`config.mk`:
```
export PLATFORM = sky130hd
export DESIGN_NAME = evt_irq_ctrl
export DESIGN_NICKNAME = d
export VERILOG_FILES = /design/src/rtl/evt_irq_pkg.sv /design/src/rtl/evt_latch_cell.sv /design/src/rtl/evt_ena_reg.sv /design/src/rtl/evt_irq_gen.sv /design/src/rtl/evt_irq_ctrl.sv
export SDC_FILE = /design/constraint.sdc
export NUM_CORES = 1
export LEC_CHECK = 0
export BUFFER_PORTS_ARGS = -buffer_cell sky130_fd_sc_hd__buf_2
export CORE_ASPECT_RATIO = 0.9
export CORE_MARGIN = 8
export CORE_UTILIZATION = 40
export CTS_CLUSTER_DIAMETER = 60
export DETAILED_ROUTE_END_ITERATION = 12
export PLACE_DENSITY_LB_ADDON = 0.15
export SYNTH_ARGS = -nofsm -noshare
export SYNTH_HDL_FRONTEND = slang
export SYNTH_SLANG_ARGS = --single-unit
```
`constraint.sdc`:
```
create_clock -name clk -period 1 [get_ports clk]
set_clock_uncertainty 0.1 [all_clocks]
set_input_delay 0.15 -clock clk [delete_from_list [all_inputs] [get_ports clk]]
set_output_delay 0.15 -clock clk [all_outputs]
set_load 0.1 [all_outputs]
```
`src/rtl/evt_irq_pkg.sv`:
```
`timescale 1ns/1ps
package evt_irq_pkg;
   localparam int unsigned EVT_W_DEF = 8;

   // bit index of each event source inside the event register
   typedef enum int unsigned {
      EV_REF_UNUSABLE  = 0,
      EV_REF_USABLE    = 1,
      EV_PEER_IDLE     = 2,
      EV_PEER_ACTIVE   = 3,
      EV_LOOP_MODE_CHG = 4,
      EV_ACT_REF_CHG   = 5,
      EV_SIG_LOST      = 6,
      EV_LOCK_LOST     = 7
   } evt_idx_e;
endpackage

```
`src/rtl/evt_latch_cell.sv`:
```
`timescale 1ns/1ps
module evt_latch_cell (
   input  logic clk,
   input  logic rst_n,
   input  logic pulse_i,
   input  logic clr_i,
   output logic d_o,
   output logic q_o
);
   // a pulse wins over the clear so a colliding event survives
   assign d_o = pulse_i | (q_o & ~clr_i);

   always_ff @(posedge clk or negedge rst_n) begin
      if (!rst_n) q_o <= 1'b0;
      else        q_o <= d_o;
   end
endmodule

```
`src/rtl/evt_ena_reg.sv`:
```
`timescale 1ns/1ps
module evt_ena_reg #(
   parameter int unsigned W = 8
) (
   input  logic         clk,
   input  logic         rst_n,
   input  logic         wr_i,
   input  logic [W-1:0] wdata_i,
   output logic [W-1:0] d_o,
   output logic [W-1:0] q_o
);
   assign d_o = wr_i ? wdata_i : q_o;

   always_ff @(posedge clk or negedge rst_n) begin
      if (!rst_n) q_o <= '0;
      else        q_o <= d_o;
   end
endmodule

```
`src/rtl/evt_irq_gen.sv`:
```
`timescale 1ns/1ps
module evt_irq_gen #(
   parameter int unsigned W = 8
) (
   input  logic         clk,
   input  logic         rst_n,
   input  logic [W-1:0] evt_d_i,
   input  logic [W-1:0] ena_d_i,
   output logic         irq_n_o
);
   logic req_d;

   assign req_d = |(evt_d_i & ena_d_i);

   always_ff @(posedge clk or negedge rst_n) begin
      if (!rst_n) irq_n_o <= 1'b1;
      else        irq_n_o <= ~req_d;
   end
endmodule

```
`src/rtl/evt_irq_ctrl.sv`:
```
`timescale 1ns/1ps
module evt_irq_ctrl #(
   parameter int unsigned EVT_W = evt_irq_pkg::EVT_W_DEF
) (
   input  logic             clk,
   input  logic             rst_n,
   input  logic [EVT_W-1:0] evt_pulse_i,
   input  logic             evt_rd_i,
   output logic [EVT_W-1:0] evt_q_o,
   input  logic             ena_wr_i,
   input  logic [EVT_W-1:0] ena_wdata_i,
   output logic [EVT_W-1:0] ena_q_o,
   output logic             irq_n_o
);
   generate
      if (EVT_W < 1 || EVT_W > 64) begin : g_bad_width
         $error("evt_irq_ctrl: EVT_W must lie in 1..64");
      end
   endgenerate

   logic [EVT_W-1:0] evt_d;
   logic [EVT_W-1:0] ena_d;

   generate
      for (genvar i = 0; i < EVT_W; i++) begin : g_cell
         evt_latch_cell u_cell (
            .clk     (clk),
            .rst_n   (rst_n),
            .pulse_i (evt_pulse_i[i]),
            .clr_i   (evt_rd_i),
            .d_o     (evt_d[i]),
            .q_o     (evt_q_o[i])
         );
      end
   endgenerate

   evt_ena_reg #(.W(EVT_W)) u_ena (
      .clk     (clk),
      .rst_n   (rst_n),
      .wr_i    (ena_wr_i),
      .wdata_i (ena_wdata_i),
      .d_o     (ena_d),
      .q_o     (ena_q_o)
   );

   evt_irq_gen #(.W(EVT_W)) u_irq (
      .clk     (clk),
      .rst_n   (rst_n),
      .evt_d_i (evt_d),
      .ena_d_i (ena_d),
      .irq_n_o (irq_n_o)
   );
endmodule

```
==> results.md, run 1 <==
Critical path:
- The worst register-to-register path ends at u_irq.irq_n_o.
- The critical setup path kind is flop to output port.
- The setup check on the worst reg-to-reg path leaves a slack of -0.24 ns.
- The worst register-to-register path begins at u_ena.q_o[4].
- Measured in cells, the most critical reg-to-reg path has a length of 4.
- The worst setup path startpoint is u_ena.q_o[0].
- The arrival time at the worst endpoint is 1.07 ns.
- The worst setup path is launched from a flop.
- Following the worst setup path forward leads to its endpoint at ena_q_o[0].
- Data on the critical path is required at its endpoint by 0.75 ns.
- The element type at the critical path end is an output port.
- The largest fanout on the critical path is 2.

Timing:
- Setup violations remaining at the end of the flow were counted as 18.
- Derived from the worst setup path, the maximum achievable clock frequency is 0.757 GHz.
- The tightest hold margin is 0.00843 ns.
- The final count of hold timing violations came to 0.
- Dividing the final minimum period by the clock period gives 1.32.
- The aggregate negative setup slack is -4.76 ns.
- Setup repair after global routing could not meet its margin everywhere.
- The total count of max-transition violations in the final report is 0.
- After layout, the worst setup slack is -0.320 ns.
- The smallest clock period supported by the final layout is computed as 1.32 ns.
- At the pin with the least slew margin, the transition time is 0.382 ns.
- In this run the tightest slew margin relative to its limit is 0.745.

Yosys:
- The cell area after synthesis is 801 µm².
- The post-synth net total is 81.
- The total of flip-flops plus latches after synthesis is 17.
- The number of distinct library cells after synthesis is 15.
- The sequential area share after synthesis is 0.533.
- The portion of netlist area occupied by mux cells is 0.150.
- The number of warnings reported in the yosys synthesis log is 0.
- The share of synthesized area in the top cell type comes to 0.500.
- After synthesis, the largest family of logic cells by area is simple AND/OR/NAND/NOR gates.
- In this run the mean area of a mapped cell was 13.1 µm².
- The synthesized instance count is 61.
- The post-synthesis compound-gate area fraction is 0.0734.
- The cell type with the largest total area after synthesis is sky130_fd_sc_hd__dfrtp_1.
- Of the total synthesized cell area, the portion taken by AND, OR, NAND and NOR gates is 0.155.
- After synthesis, the cell types taking the most area are sky130_fd_sc_hd__dfrtp_1 50%, sky130_fd_sc_hd__mux2_4 15%, sky130_fd_sc_hd__buf_4 7.5%.
- Of the total synthesized cell area, the portion taken by full adders, half adders and majority gates is 0.
- The xor and xnor fraction of the mapped netlist area is 0.

GRT:
- Across every metal layer, demand over resource in global routing totals 0.128.
- Entering global routing, the biggest net connects 18 pins.
- The first global-routing pass estimated 3.75 mm of wire.
- Summed over all layers, the global routing overflow is 0.
- The via count of the first global-routing pass is 752.
- The initial antenna violation count is 0.

Clock tree:
- After clock tree synthesis, the setup repair step added 0 buffers.
- Buffers inserted during clock tree synthesis total 3.
- After clock tree synthesis, the clock-pin slew on the worst setup and hold paths is 0.10 ns.
- The H-tree depth is 1.
- The count of clock tree sinks is 17.
- The clock passes through at most 2 buffers.
- The CTS tree is yes.
- At the later pin of the worst-skew pair, clock insertion delay measures 0.29 ns.
- The clock tree root driver cell is sky130_fd_sc_hd__clkbuf_4.
- For this design, the CTS-stage hold fixing added 9 buffers.

Pwr:
- The standby leakage power is 0.000724 µW.
- The total power after layout is 2260 µW.
- IR analysis of the VDD net gives a maximum drop of 0.000888 V.
- In this run the power density over the cells is 1450 mW/mm².

Cells and area:
- The area of all placed cells without fillers is 0.00156 mm².
- The antenna diode count is 0.
- From synthesis to final layout, the design area changed by 95.0%.
- The number of nets in the final layout is 139.
- In the final layout, the share of cells above drive strength 1 is 0.712.
- Measured on the finished design, the core utilization comes to 0.824.
- In the layout the commonest cells are 19 x sky130_fd_sc_hd__buf_2, 17 x sky130_fd_sc_hd__buf_12, 16 x sky130_fd_sc_hd__buf_6, 9 x sky130_fd_sc_hd__dlygate4sd3_1.
- Leaving out fill and tap cells, the most frequent cell in the layout is sky130_fd_sc_hd__buf_2.

Floorplanning:
- The area of the placeable core is 0.00190 mm².
- The initial utilization of the core area, before any placement, comes to 0.422.
- The area enclosed by the die boundary is 0.00369 mm².
- The die span in x is 63.2 µm.
- The count of pins on the block boundary is 37.
- In this run the vertical extent of the chip is 58.4 µm.
- The number of rows in the core area is 15.

Status:
- The run finished, with violations left.
- The checks that failed: negative setup slack.

Min path:
- The worst hold path was traced through 2 stages.
- The path category of the worst min-delay check is primary input to flop.

Drt:
- In this run the remaining antenna-violating nets after routing total 0.
- The via count normalized by instance count is 4.60.
- After the first detailed-routing iteration, the DRC count stood at 16.
- The final route contains 658 vias.
- For this run, design rule violations remaining after detail routing come to 0.
- The number of search-and-repair iterations in the first detailed-routing pass is 4.
- For this block, the routed nets add up to 2.30 mm of wire.
- After detailed routing, the average wire length per cell comes to 16.0 µm.

Placement:
- The routability congestion estimate from global placement is 0.795.
- Summed over all nets, the half-perimeter wirelength after detailed placement is 1.56 mm.
- The total cell area at the placement stage is 0.00135 mm².
- The count of buffers from port buffering is 36.

Run:
- Max-cap violations in this run came to 0.
==> worst max-delay path, cell delays in order (launching register included) <==
cell	delay, ns
sky130_fd_sc_hd__dfrtp_4	0.50
sky130_fd_sc_hd__buf_6	0.13
sky130_fd_sc_hd__buf_12	0.15
==> cells in the mapped netlist, drive strengths merged <==
cell type	number
buf	9
nor2b	6
dfstp	1
or2	8
nor2	1
mux2	8
and2b	2
dfrtp	16
o21ai	8
nand4	2
==> repair_timing <==
action / 4_1_cts / 5_1_grt
endpoints found under the setup margin: 18 / 27
pin swaps: 0 / 0
gates resized for setup: 17 / 7
hold endpoints to repair: 26 / 3
==> worst min path at each step <==
stage | startpoint | slack (ns) | to
global placement | rst_n | -0.02 | g_cell[0].u_cell.q_o
finish | ena_wdata_i[3] | 0.008 | u_ena.q_o[3]
floorplan | rst_n | -0.25 | g_cell[0].u_cell.q_o
detailed placement | rst_n | -0.01 | g_cell[0].u_cell.q_o
CTS | ena_wdata_i[3] | -0.003 | u_ena.q_o[3]
global route | ena_wdata_i[5] | -0.006 | u_ena.q_o[5]
==> power by group <==
part / internal [µW] / switching [µW] / total (µW)
Combinational: 473 / 607 / 1080
Sequential: 766 / 44.1 / 810
Clock: 155 / 212 / 367
Total: 1390 / 863 / 2260
==> stage by stage <==
step / setup WS (ns) / std cells
6_report: -0.320 / 143
5_1_grt: -0.349 / 143
4_1_cts: -0.318 / 143
3_5_place_dp: -0.231 / 130
3_3_place_gp: -0.210 / 130
2_1_floorplan: -0.326 / 61
==> sequential cells by signal (all words and copies together) (netlist names) <==
signal,flops
g_cell.u_cell.q_o,8
u_irq.irq_n_o,1
u_ena.q_o,8
==> routing by layer <==
metal,wire length (µm),share of wire,vias up,global-route usage
met4,24,0.010,0,0.0487
met3,86,0.037,4,0.0303
met5,0,0,-,0
li1,-,-,313,-
met1,971,0.42,319,0.144
met2,1210,0.53,22,0.229
==> cell families after synthesis <==
kind of cell           count (synthesis)
buffers and inverters                  9
muxes                                  8
DFF                                   17
and+or+nand+nor                       19
AOI/OAI and AO/OA                      8
==> area by class of cell <==
cell class | instances | area (µm²)
clock buffers | 4 | 26.3
fillers | 111 | 334
multi-input cells | 35 | 334
flip-flops and latches | 17 | 457
well taps | 25 | 31.3
repair buffers | 62 | 713
Note: power is estimated with default switching activity, not from simulation.
==> inputs of run 2 (changes only) <==
Settings changed: PLACE_DENSITY from default to 0.73, PLACE_DENSITY_LB_ADDON 0.15 to default.
==> run 2 against run 1 <==
The flow finishes with violations (negative hold slack, negative setup slack); combinational power barely moved; via count increased by 5.2%; die area unchanged; largest cell class unchanged.
==> results.md, run 2 (synthesis gave the netlist of run 1 again) <==
Clock tree:
- The H-tree depth came to 1 (unchanged).
- The maximum count of clock buffers along a single path is 2 (unchanged).
- The insertion delay to the later sink of the worst-skew pair is 0.30 ns (was 0.29 ns).
- The clock tree root driver cell is sky130_fd_sc_hd__clkbuf_4 (unchanged).
- The CTS buffer count is 3 (unchanged).
- The number of buffers inserted for hold repair after clock tree synthesis is 9 (unchanged).
- The clock transition at the register clock pins on the worst setup and hold paths after CTS is 0.11 ns (was 0.10 ns).
- The count of clock tree sinks is 17 (unchanged).
- The CTS tree is yes (unchanged).

Drt:
- The via count was 692 (was 658).
- The count of nets left with antenna violations after detail routing came to 0 (unchanged).
- The remaining routing DRC violations came to 0 (unchanged).
- The violation count after the first detailed-route iteration is 12 (was 16).
- The total routed wirelength was 2.65 mm (was 2.30 mm).
- The number of search-and-repair iterations in the first detailed-routing pass is 5 (was 4).
- The via count normalized by instance count is 4.74 (was 4.60).
- The mean routed wirelength per cell was 18.2 µm (was 16.0 µm).

Timing:
- The maximum frequency from static timing analysis is 0.751 GHz (was 0.757 GHz).
- The portion of the clock cycle consumed by the worst path in the final layout is 1.33 (was 1.32).
- The final worst-path setup slack was -0.332 ns (was -0.320 ns).
- The tightest hold margin came to -0.00623 ns (was 0.00843 ns).
- The worst relative slew slack is 0.749 (was 0.745).
- The number of setup violations in the final report is 22 (was 18).
- The total count of max-transition violations in the final report is 0 (unchanged).
- Unrepaired setup endpoints after global routing: yes (unchanged).
- The final count of hold timing violations is 2 (was 0).
- The time the final worst path needs with I/O delays and setup is 1.33 ns (was 1.32 ns).
- The slew at the pin closest to its max-slew limit is 0.376 ns (was 0.382 ns).

Cells and area:
- Top flop regs: g_cell.u_cell.q_o x8, u_ena.q_o x8, u_irq.irq_n_o x1 (unchanged).
- Highest-count cells in the layout ignoring fill and taps: 19 x sky130_fd_sc_hd__buf_2, 17 x sky130_fd_sc_hd__buf_12, 17 x sky130_fd_sc_hd__buf_6, 9 x sky130_fd_sc_hd__dlygate4sd3_1 (was 19 x sky130_fd_sc_hd__buf_2, 17 x sky130_fd_sc_hd__buf_12, 16 x sky130_fd_sc_hd__buf_6, 9 x sky130_fd_sc_hd__dlygate4sd3_1).
- The layout overhead on the synthesized area is 99.4% (was 95.0%).
- The area of all placed cells without fillers is 0.00160 mm² (was 0.00156 mm²).
- The antenna diode count came to 0 (unchanged).
- The commonest non-fill, non-tap cell in the layout is sky130_fd_sc_hd__buf_2 (unchanged).
- The share of cells above drive strength 1 came to 0.744 (was 0.712).
- The number of nets in the final layout is 142 (was 139).

Pwr:
- The total power per unit cell area is 1440 mW/mm² (was 1450 mW/mm²).
- The worst supply voltage drop on vdd came to 0.00106 V (was 0.000888 V).
- The total power after layout is 2300 µW (was 2260 µW).
- The standby leakage power is 0.000744 µW (was 0.000724 µW).

Placement:
- The count of buffers from port buffering was 36 (unchanged).
- The total cell area at the placement stage is 0.00136 mm² (was 0.00135 mm²).
- The routability congestion estimate from global placement is 0.808 (was 0.795).
- The placement-stage worst setup slack is -0.210 ns (was -0.231 ns).
- The detailed placer's ending HPWL is 1.71 mm (was 1.56 mm).

Critical path:
- The sum of buffers and inverters on the critical path was 2 (unchanged).
- The stage delay of the slowest cell on the critical path is 0.50 ns (about the same).
- The slowest cell on the critical path is sky130_fd_sc_hd__dfrtp_4 (unchanged).
- The required time of the critical path was 0.75 ns (about the same).
- The kind of cell adding the most delay to the critical path is flip-flops (unchanged).
- The type of element launching the critical path was a flop (unchanged).
- The critical setup path kind is flop to output port (unchanged).
- The largest fanout on the critical path is 2 (unchanged).
- The arrival time at the worst endpoint is 1.08 ns (was 1.07 ns).
- Crit path cell chain: buf_6, buf_12 (unchanged).
- The element type at the critical path end is an output port (unchanged).

Floorplanning:
- The vertical die dimension is 58.4 µm (unchanged).
- The initial core utilization was 0.422 (unchanged).
- The area of the placeable core was 0.00190 mm² (unchanged).
- The die span in x came to 63.2 µm (unchanged).
- The count of pins on the block boundary came to 37 (unchanged).
- The number of rows in the core area was 15 (unchanged).
- The area enclosed by the die boundary is 0.00369 mm² (unchanged).

GRT:
- The pin count of the biggest net entering global routing is 18 (unchanged).
- The global route total overflow came to 0 (unchanged).
- The initial antenna violation count was 0 (unchanged).
- The total global-route track usage was 0.147 (was 0.128).
- The wire length of the first global-routing pass was 4.11 mm (was 3.75 mm).
- The via count of the first global-routing pass came to 783 (was 752).

Run:
- The count of maximum capacitance violations is 0 (unchanged).

Status:
- Outcome: complete, but fails checks (unchanged).
- Violations in the final reports: negative hold slack, negative setup slack (was negative setup slack).

Min path:
- The path category of the worst min-delay check is primary input to flop (unchanged).
[run 2: cell count changes in the layout (fill, tap and decap cells not counted), sizes merged]
cell	before	now
buf	53	56
clkinv	0	1
clkbuf	4	3
[run 2: repair_timing]
action | CTS | global route
pin swaps | 2 | 4
setup buffers | 1 | 1
hold endpoints to repair | 29 | 3
endpoints found under the setup margin | 18 | 29
resized for setup | 19 | 9
[run 2: worst register-to-register path: stages (launching register included)]
cell	delay [ns]
sky130_fd_sc_hd__dfrtp_4	0.49
sky130_fd_sc_hd__mux2_4	0.29
sky130_fd_sc_hd__o21ai_2	0.06
sky130_fd_sc_hd__nand4_1	0.11
sky130_fd_sc_hd__nor2_1	0.14
[run 2: path summary, 6_finish.rpt]
| kind | startpoint | end | slack (ns) | cells after the start |
|---|---|---|---|---|
| max reg2reg | u_ena.q_o[6] | u_irq.irq_n_o | -0.25 | 4 |
| min | ena_wdata_i[5] | u_ena.q_o[5] | -0.006 | 2 |
| min reg2reg | u_ena.q_o[7] | u_ena.q_o[7] | 0.50 | 1 |
| min in group asynchronous | rst_n | g_cell[6].u_cell.q_o | 0.18 | 2 |
| max | u_ena.q_o[2] | ena_q_o[2] | -0.33 | 2 |
| max in group asynchronous | rst_n | u_ena.q_o[7] | 0.31 | 2 |
[run 2: where the power goes]
| part | switching (µW) | leakage (µW) | internal [µW] |
|---|---|---|---|
| registers | 46.6 | 0.000183 | 766 |
| clock network | 231 | 0.0000177 | 149 |
| logic | 624 | 0.000544 | 487 |
| total | 902 | 0.000744 | 1400 |
[run 2: stage by stage]
step	hold WS (ns)	setup TNS, ns	cells	utilization
2_1_floorplan	-0.246	-1.53	61	-
3_3_place_gp	-0.0163	-0.181	131	0.718
3_5_place_dp	-0.0193	-0.228	131	0.718
4_1_cts	-0.00789	-5.06	145	0.820
5_1_grt	-0.00909	-6.02	146	0.842
6_report	-0.00623	-5.28	146	0.842
[run 2: cell type report]
| class | count | area [µm²] |
|---|---|---|
| clock buffer | 3 | 22.5 |
| clock inverter | 1 | 5.00 |
| fill | 90 | 299 |
| multi-input combinational | 35 | 342 |
| sequential | 17 | 457 |
| tap | 25 | 31.3 |
| timing repair buffer | 65 | 739 |
[run 2: routing by layer]
layer  vias to the layer above  routed length [µm]  track usage
met1                       343                1060        0.157
met2                        23                1400        0.261
met5                         -                   0            0
met4                         0                 128        0.110
met3                        11                  59       0.0208
li1                        315                   -            -
